<file path="src/rtl/uart_fifo_irq.sv">
module uart_fifo_irq #(
  parameter int DEPTH = 32,
  parameter int DW    = 8,
  parameter int TMO   = 32,
  localparam int AW = $clog2(DEPTH),
  localparam int LW = AW + 1,
  localparam int RW = DW + 4
) (
  input  logic          clk,
  input  logic          rst_n,
  input  logic          fifo_en,
  input  logic [2:0]    tx_sel,
  input  logic [2:0]    rx_sel,
  input  logic [4:0]    irq_mask,
  input  logic          clr_wr,
  input  logic [4:0]    clr_bits,
  input  logic          tx_wr,
  input  logic [DW-1:0] tx_wdata,
  input  logic          tx_pop,
  output logic [DW-1:0] tx_rdata,
  output logic          tx_empty,
  output logic          tx_full,
  output logic [LW-1:0] tx_level,
  input  logic          rx_push,
  input  logic [DW-1:0] rx_data,
  input  logic [2:0]    rx_flags,
  input  logic          rx_rd,
  output logic [RW-1:0] rx_rdata,
  output logic          rx_empty,
  output logic          rx_full,
  output logic [LW-1:0] rx_level,
  input  logic          bit_tick,
  input  logic          modem_chg,
  output logic [4:0]    raw_stat,
  output logic [4:0]    mask_stat,
  output logic          irq
);
  localparam int TW = $clog2(TMO + 1);

  logic [DW-1:0] tx_mem [DEPTH];
  logic [RW-1:0] rx_mem [DEPTH];
  logic [AW-1:0] tx_wp, tx_rp, rx_wp, rx_rp;
  logic [LW-1:0] tx_cnt, rx_cnt;
  logic [TW-1:0] idle;
  logic          fe_q, st_mod, st_err;

  function automatic logic [LW-1:0] thr(input logic [2:0] sel, input logic [LW-1:0] c);
    int e;
    case (sel)
      3'd0: e = 1;
      3'd1: e = 2;
      3'd3: e = 6;
      3'd4: e = 7;
      default: e = 4;
    endcase
    return LW'((int'(c) * e) >> 3);
  endfunction

  wire [LW-1:0] cap   = fifo_en ? LW'(DEPTH) : LW'(1);
  wire          flush = fifo_en != fe_q;
  wire          tx_wok = tx_wr && !tx_full;
  wire          tx_pok = tx_pop && !tx_empty;
  wire          rx_wok = rx_push && !rx_full;
  wire          rx_ovr = rx_push && rx_full;
  wire          rx_pok = rx_rd && !rx_empty;

  assign tx_empty = tx_cnt == '0;
  assign tx_full  = tx_cnt >= cap;
  assign tx_level = tx_cnt;
  assign tx_rdata = tx_mem[tx_rp];
  assign rx_empty = rx_cnt == '0;
  assign rx_full  = rx_cnt >= cap;
  assign rx_level = rx_cnt;
  assign rx_rdata = rx_mem[rx_rp];

  always_ff @(posedge clk) begin
    if (tx_wok) tx_mem[tx_wp] <= tx_wdata;
    if (rx_wok) rx_mem[rx_wp] <= {1'b0, rx_flags, rx_data};
    else if (rx_ovr) rx_mem[rx_wp - AW'(1)][RW-1] <= 1'b1;
  end

  always_ff @(posedge clk or negedge rst_n) begin
    if (!rst_n) begin
      fe_q <= 1'b1;
      {tx_wp, tx_rp, tx_cnt} <= '0;
      {rx_wp, rx_rp, rx_cnt} <= '0;
    end else begin
      fe_q <= fifo_en;
      if (flush) begin
        {tx_wp, tx_rp, tx_cnt} <= '0;
        {rx_wp, rx_rp, rx_cnt} <= '0;
      end else begin
        if (tx_wok) tx_wp <= tx_wp + AW'(1);
        if (tx_pok) tx_rp <= tx_rp + AW'(1);
        tx_cnt <= tx_cnt + LW'(tx_wok) - LW'(tx_pok);
        if (rx_wok) rx_wp <= rx_wp + AW'(1);
        if (rx_pok) rx_rp <= rx_rp + AW'(1);
        rx_cnt <= rx_cnt + LW'(rx_wok) - LW'(rx_pok);
      end
    end
  end

  always_ff @(posedge clk or negedge rst_n) begin
    if (!rst_n) begin
      idle   <= '0;
      st_mod <= 1'b0;
      st_err <= 1'b0;
    end else begin
      if (flush || rx_push || rx_rd || rx_empty) idle <= '0;
      else if (bit_tick && idle != TW'(TMO)) idle <= idle + TW'(1);
      st_mod <= (st_mod && !(clr_wr && clr_bits[3])) || modem_chg;
      st_err <= (st_err && !(clr_wr && clr_bits[4])) || (rx_wok && |rx_flags) || rx_ovr;
    end
  end

  assign raw_stat[0] = tx_cnt <= thr(tx_sel, cap);
  assign raw_stat[1] = !rx_empty && rx_cnt >= thr(rx_sel, cap);
  assign raw_stat[2] = !rx_empty && idle == TW'(TMO);
  assign raw_stat[3] = st_mod;
  assign raw_stat[4] = st_err;
  assign mask_stat   = raw_stat & irq_mask;
  assign irq         = |mask_stat;
endmodule


</file>
<file path="config.mk">
export PLATFORM = sky130hd
export DESIGN_NAME = uart_fifo_irq
export DESIGN_NICKNAME = d
export VERILOG_FILES = /design/src/rtl/uart_fifo_irq.sv
export SDC_FILE = /design/constraint.sdc
export NUM_CORES = 1
export LEC_CHECK = 0
export ABC_AREA = 1
export BUFFER_PORTS_ARGS = -buffer_cell sky130_fd_sc_hd__buf_2
export CORE_ASPECT_RATIO = 1.2
export CORE_UTILIZATION = 30
export CTS_CLUSTER_SIZE = 28
export DETAILED_ROUTE_END_ITERATION = 10
export GPL_TIMING_DRIVEN = 0
export HOLD_SLACK_MARGIN = 0.03
export PLACE_DENSITY = 0.55
export SLEW_MARGIN = 20
export SYNTH_ARGS = -nofsm -noshare
export SYNTH_HDL_FRONTEND = slang
export SYNTH_SLANG_ARGS = --single-unit
</file>
<file path="constraint.sdc">
create_clock -name clk -period 3.8 [get_ports clk]
set_input_delay 0.19 -clock clk [delete_from_list [all_inputs] [get_ports clk]]
set_output_delay 0.19 -clock clk [all_outputs]
set_load 0.01 [all_outputs]
</file>
Word level (Yosys, flattened, before mapping)
Memories as Yosys holds them, arrays and structs flattened.
Index checks and enable logic that the tools add are counted.
{"block": "totals", "regBits": 41, "mem_bits_rw": 640, "in_bits": 45, "output_inout_bits": 47, "word_cells": 100, "memories": 2}
{"block": "op_classes", "n_addsub": 10, "n_mul": 2, "magnitude_cmp": 4, "n_eq_ne": 9, "n_mux": 25, "n_bitwise": 1, "reduce_logical": 37}
{"name": "rx_mem", "words": 32, "width": 12, "read_ports": 1, "rd_clocked_by_memory_dff": 0, "write_ports": 1, "line_no": "41", "source": "logic [RW-1:0] rx_mem [DEPTH];"}
{"name": "tx_mem", "words": 32, "width": 8, "read_ports": 1, "rd_clocked_by_memory_dff": 0, "write_ports": 1, "line_no": "40", "source": "logic [DW-1:0] tx_mem [DEPTH];"}
{"operator": "$mul A7 B32 Y9", "n": 2}
{"operator": "$mux W5", "n": 9}
{"operator": "$mux W6", "n": 5}
{"operator": "$pmux W3 S4", "n": 2}
{"operator": "$add A5 B1 Y5 const B", "n": 4}
{"operator": "$ge A6 B6 Y1", "n": 3}
{"operator": "$logic_and A1 B1 Y1", "n": 13}
{"operator": "$add A6 B1 Y6", "n": 2}
{"operator": "$logic_not A6 Y1", "n": 2}
{"operator": "$mux W12", "n": 1}
{"operator": "$reduce_or A12 Y1", "n": 1}
{"operator": "$sub A6 B1 Y6", "n": 2}
{"operator": "$reduce_bool A2 Y1", "n": 5}
{"operator": "$mux W1", "n": 7}
{"operator": "$add A6 B1 Y6 const B", "n": 1}
{"operator": "$eq A3 B1 Y1 const B", "n": 2}
{"operator": "$eq A3 B2 Y1 const B", "n": 2}
{"operator": "$eq A3 B3 Y1 const B", "n": 2}
{"operator": "$eq A6 B6 Y1 const B", "n": 1}
{"operator": "$le A6 B6 Y1", "n": 1}
{"operator": "$logic_not A1 Y1", "n": 6}
{"operator": "$logic_not A3 Y1", "n": 2}
{"operator": "$logic_or A1 B1 Y1", "n": 6}
{"operator": "$ne A6 B6 Y1 const B", "n": 1}
{"operator": "6 further kinds", "n": 6}

Depth between registers and ports, before layout
{"block": "logic_depth", "depth_word": 8, "mapped_depth": 19, "mapped_depth_nobuf": 17}

Worst setup path before layout
OpenSTA, ideal clock, no wires.
{"block": "synth_timing", "path_kind": "in2reg", "startpoint": "input fifo_en", "endpoint": "register rx_cnt[4], in the netlist rx_level[4]", "setup_ns": 0.123, "arrival_time_ns": 2.847, "t_required_ns": 3.677, "slack_ns": 0.830, "cell_stages": 18, "path_buffers": 3, "cell_sequence": "buf_2 -> inv_1 -> ha_1 -> or2_1 -> buf_6 -> nand2_1 -> nand2_2 -> buf_1 -> ha_1 -> inv_1 -> ha_1 -> fa_1 -> nand2_1 -> inv_1 -> o21ai_0 -> nand2_1 -> o21ai_0 -> a21oi_1"}
{"block": "synth_via", "elab_chain_len": 7, "word_cells_on_any_way": 8, "cone_classes": "2 x add/sub; 1 x order compare; 1 x eq/ne; 2 x mux; 2 x reduce/logical"}
{"element": "start: declaration", "line_no": "11", "source": "input logic fifo_en,"}
{"element": "$mux W6", "line_no": "59", "source": "wire [LW-1:0] cap = fifo_en ? LW'(DEPTH) : LW'(1);"}
{"element": "$ge A6 B6 Y1", "line_no": "72", "source": "assign rx_full = rx_cnt >= cap;"}
{"element": "$logic_not A1 Y1", "line_no": "63", "source": "wire rx_wok = rx_push && !rx_full;"}
{"element": "$logic_and A1 B1 Y1", "line_no": "63"}
{"element": "$add A6 B1 Y6", "line_no": "98", "source": "rx_cnt <= rx_cnt + LW'(rx_wok) - LW'(rx_pok);"}
{"element": "$sub A6 B1 Y6", "line_no": "98"}
{"element": "$mux W6 *", "line_no": "89", "source": "if (flush) begin"}
{"element": "end signal: assignment", "line_no": "98"}
{"element": "end: declaration", "line_no": "43", "source": "logic [LW-1:0] tx_cnt, rx_cnt;"}
Every way passes the cells marked *; elsewhere a longest branch is shown, timed or not.
A chain may end at the register's enable or synchronous reset.

Worst setup path after layout
Ends and elaborated chain as after synthesis.

==> impl_metrics.tcl <==
set metrics [dict create \
    r2r_cells 16 \
    mappedNetlistNets 2601 \
    start_util_pct 30.28 \
    dp_slack_ps -33.55 \
    synth_edf_count 640 \
    p_leak_uw 0.01201 \
    fmax_mhz 300.2 \
    setup_viol 0 \
    finalCritPeriodShare_pct 87.65 \
    netlist-cell-type-count 41 \
    clkTransAtPathRegs_ps 60 \
    die_w_um 287.6 \
    grtUsageTotal_pct 17.67 \
    htreeDepth 3 \
    cts.sinks 681 \
    diodes 0 \
    endpoint_kind "flop" \
    cap_viol_max_count 0 \
    grt_pass1_vias 19023 \
    r2r-end "rx_level[4]$_DFF_PN0_" \
    period_minus_slack_ps 3331 \
    fin_worst_skew_ps 25.77 \
    setup_slack_ps 469.4 \
    rows 125 \
    design_power_total_uw 21810 \
    hold_class "primary input to flop" \
    max_stage_delay_ps 530 \
    power_frac_seq_pct 40.4 \
    final_util_pct 35.06 \
    p_int_uw 14220 \
    numPortBuffers 88 \
    critical_path.cell_chain "dlygate4sd3_1, buf_2, buf_2, inv_1, ha_1, nor2_1, nand3_4, nand2_1, nand2_4, ha_1, inv_1, ha_1, fa_1, nand2_1, inv_1, o21ai_0, nand2_1, o21ai_0, a21oi_1" \
    cts_tree "built" \
    min_delay_path_depth 3 \
    grtUsageMet3_pct 2.652 \
    drt_first_iter_violations 2015 \
    gp_congestion 0.8925 \
    yosysTopAreaCell "edfxtp_1" \
    dieArea_um2 99130 \
    syn_area_um2 29360 \
    p_sw_share_pct 34.78 \
    drive_above_1_share_pct 13.92 \
    cts_root_buf "clkbuf_16" \
    area_growth_pct 15.79 \
    top_usage_layer "met2" \
    rr_startpoint "rx_level[0]$_DFF_PN0_" \
    grt_overflow 0 \
    slew_headroom_pct 23.45 \
    synthCells 2518 \
    wl_per_cell_um 21.94 \
    synth_flop_cell "edfxtp_1" \
    grt_setup_unrepaired "no" \
    mostFrequentLayoutCell "edfxtp_1" \
    ant_nets 0 \
    drc_errors 6 \
    io-pin-count 92 \
    cpMaxStageDelayCell "dlygate4sd3_1" \
    fin_nets 2782 \
    p_switching_uw 7584 \
    postSynth.asyncResetShare_pct 6.021 \
    ys_seq_area_share_pct 68.95 \
    hold_start "rx_data[5]" \
    hold_viol 0 \
    n_fill_cell 9540 \
    vias_per_cell 5.006 \
    clkPwrFrac_pct 31.9 \
    met2_usage_pct 30.13 \
    ir_worst_vdd_v 0.0004901 \
    synth_top_area_share_pct 65.45 \
    syn_avg_cell_area_um2 11.66 \
    core_um2 96970 \
    grt_max_degree 42 \
    pwr-share-comb_pct 27.8 \
    dr.pass1.iters 8 \
    grt_use_met1_pct 22.35 \
    fp.dieH_um 344.7 \
    final_cell_mix "edfxtp_1, nor2_1, o21ai_0, nand2_1, buf_2" \
    grt_pass1_wl_um 128200 \
    violations "design-rule violations" \
    status "finished with violations" \
    powerDensity_nw_per_um2 641.4 \
    worstPathArrival_ps 3820 \
    yosys_warnings 0 \
    grt_antenna_before_repair 0 \
    totalWireLength_um 88390 \
    crit_type "primary input to flop" \
    synth_seq_cells 681 \
    worst_pin_slew_ps 1144 \
    post-dp-hpwl_um 60540 \
    cp_max_fo 19 \
    start_kind "primary input" \
    via_count 20168 \
    tns_ps 0 \
    maxSlewViolCount 0 \
    clockBufferDepth 3 \
    cts_inserted_buffers 74 \
    ys_top_cells_by_area "edfxtp_1, nor2_1, o21ai_0" \
    place_inst 3882 \
    holdPathEnd "rx_mem[29][5]$_DFFE_PP_" \
    clk_latency_ps 620 \
    reg2reg_slack_ps 620 \
    cp.required_ps 4290 \
    finalNonFillerCells 4029 \
]
## registers in the layout (all words and copies together) (netlist names)
register and cells:
fe_q 1, idle 6, rx_level 6, rx_mem 384, rx_rp 5, rx_wp 5
st_err 1, st_mod 1, tx_level 6, tx_mem 256, tx_rp 5, tx_wp 5
## area by class of cell
| cell class | count | area, um2 | area share (%) |
|---|---|---|---|
| Clock inverter | 36 | 301.5 | 0.8869 |
| Inverter | 151 | 566.8 | 1.667 |
| Timing Repair Buffer | 106 | 625.6 | 1.840 |
| Multi-Input combinational cell | 1539 | 7926 | 23.31 |
| Tap cell | 1270 | 1589 | 4.674 |
| Sequential cell | 681 | 20250 | 59.55 |
| Clock buffer | 100 | 2002 | 5.888 |
| Buffer | 146 | 740.7 | 2.179 |
## cell usage after synthesis, drive strengths merged, types with 40 or more instances
library cell and n:
o211ai 82, nand3 149, nor3 56, dfrtp 40, a21oi 54, clkbuf 65, o22ai 46, edfxtp 640
o21ai 325, nor2 439, inv 149, buf 82, nand2 308
## through the flow
| stage | hold slack [ps] | cell area (um2) |
|---|---|---|
| 2_1_floorplan | -105.6 | 29360 |
| 3_3_place_gp | 305.0 | 31390 |
| 3_5_place_dp | 252.1 | 31540 |
| 4_1_cts | 103.9 | 33960 |
| 5_1_grt | 123.0 | 34000 |
| 6_report | 120.0 | 34000 |
## worst max-delay path by stage
stage	from	endpoint	slack, ps	depth (start not counted)
global route	fifo_en	rx_level[4]$_DFF_PN0_	230	19
floorplan	fifo_en	rx_level[4]$_DFF_PN0_	830	18
detailed placement	fifo_en	rx_level[4]$_DFF_PN0_	-30	19
global placement	fifo_en	rx_mem[3][9]$_DFFE_PP_	-290	10
CTS	fifo_en	rx_level[4]$_DFF_PN0_	40	20
finish	fifo_en	rx_level[4]$_DFF_PN0_	470	19
## power groups by stage
| stage | sequential, uW | clock, uW | combinational (uW) |
|---|---|---|---|
| after floorplan | 8940 | 0 | 3520 |
| after global placement | 8960 | 0 | 5930 |
| after detailed placement | 8960 | 0 | 6040 |
| after CTS | 8810 | 7020 | 6060 |
| after global routing | 8830 | 7300 | 6610 |
| final | 8800 | 6950 | 6060 |
## layer usage
layer	up-vias	share of wire [%]
met5	-	0
met4	0	3.8
met3	175	6.3
met2	761	49
met1	9931	40
li1	9301	-
## cell families (layout without fill, tap and decap cells)
group,count (synthesis),count (layout),synth area share [%]
flops,681,681,68.95
buf+inv,298,539,4.466
xor+xnor,4,4,0.1449
fa+ha+maj,38,38,1.670
simple gates,983,983,15.05
compound gates,514,514,9.720
## critical path, delay by kind of cell
family          cells  cell delay (ps)
fa+ha+maj           4             1240
simple gates        6              950
buf+inv             6             1040
compound gates      3              380
## timing repair
item	in CTS	in global routing
setup buffers	0	0
resized for setup	0	1
setup endpoints to repair	0	2
hold endpoints to repair	51	0
hold buffers	12	0
(Power assumes the default switching activity.)
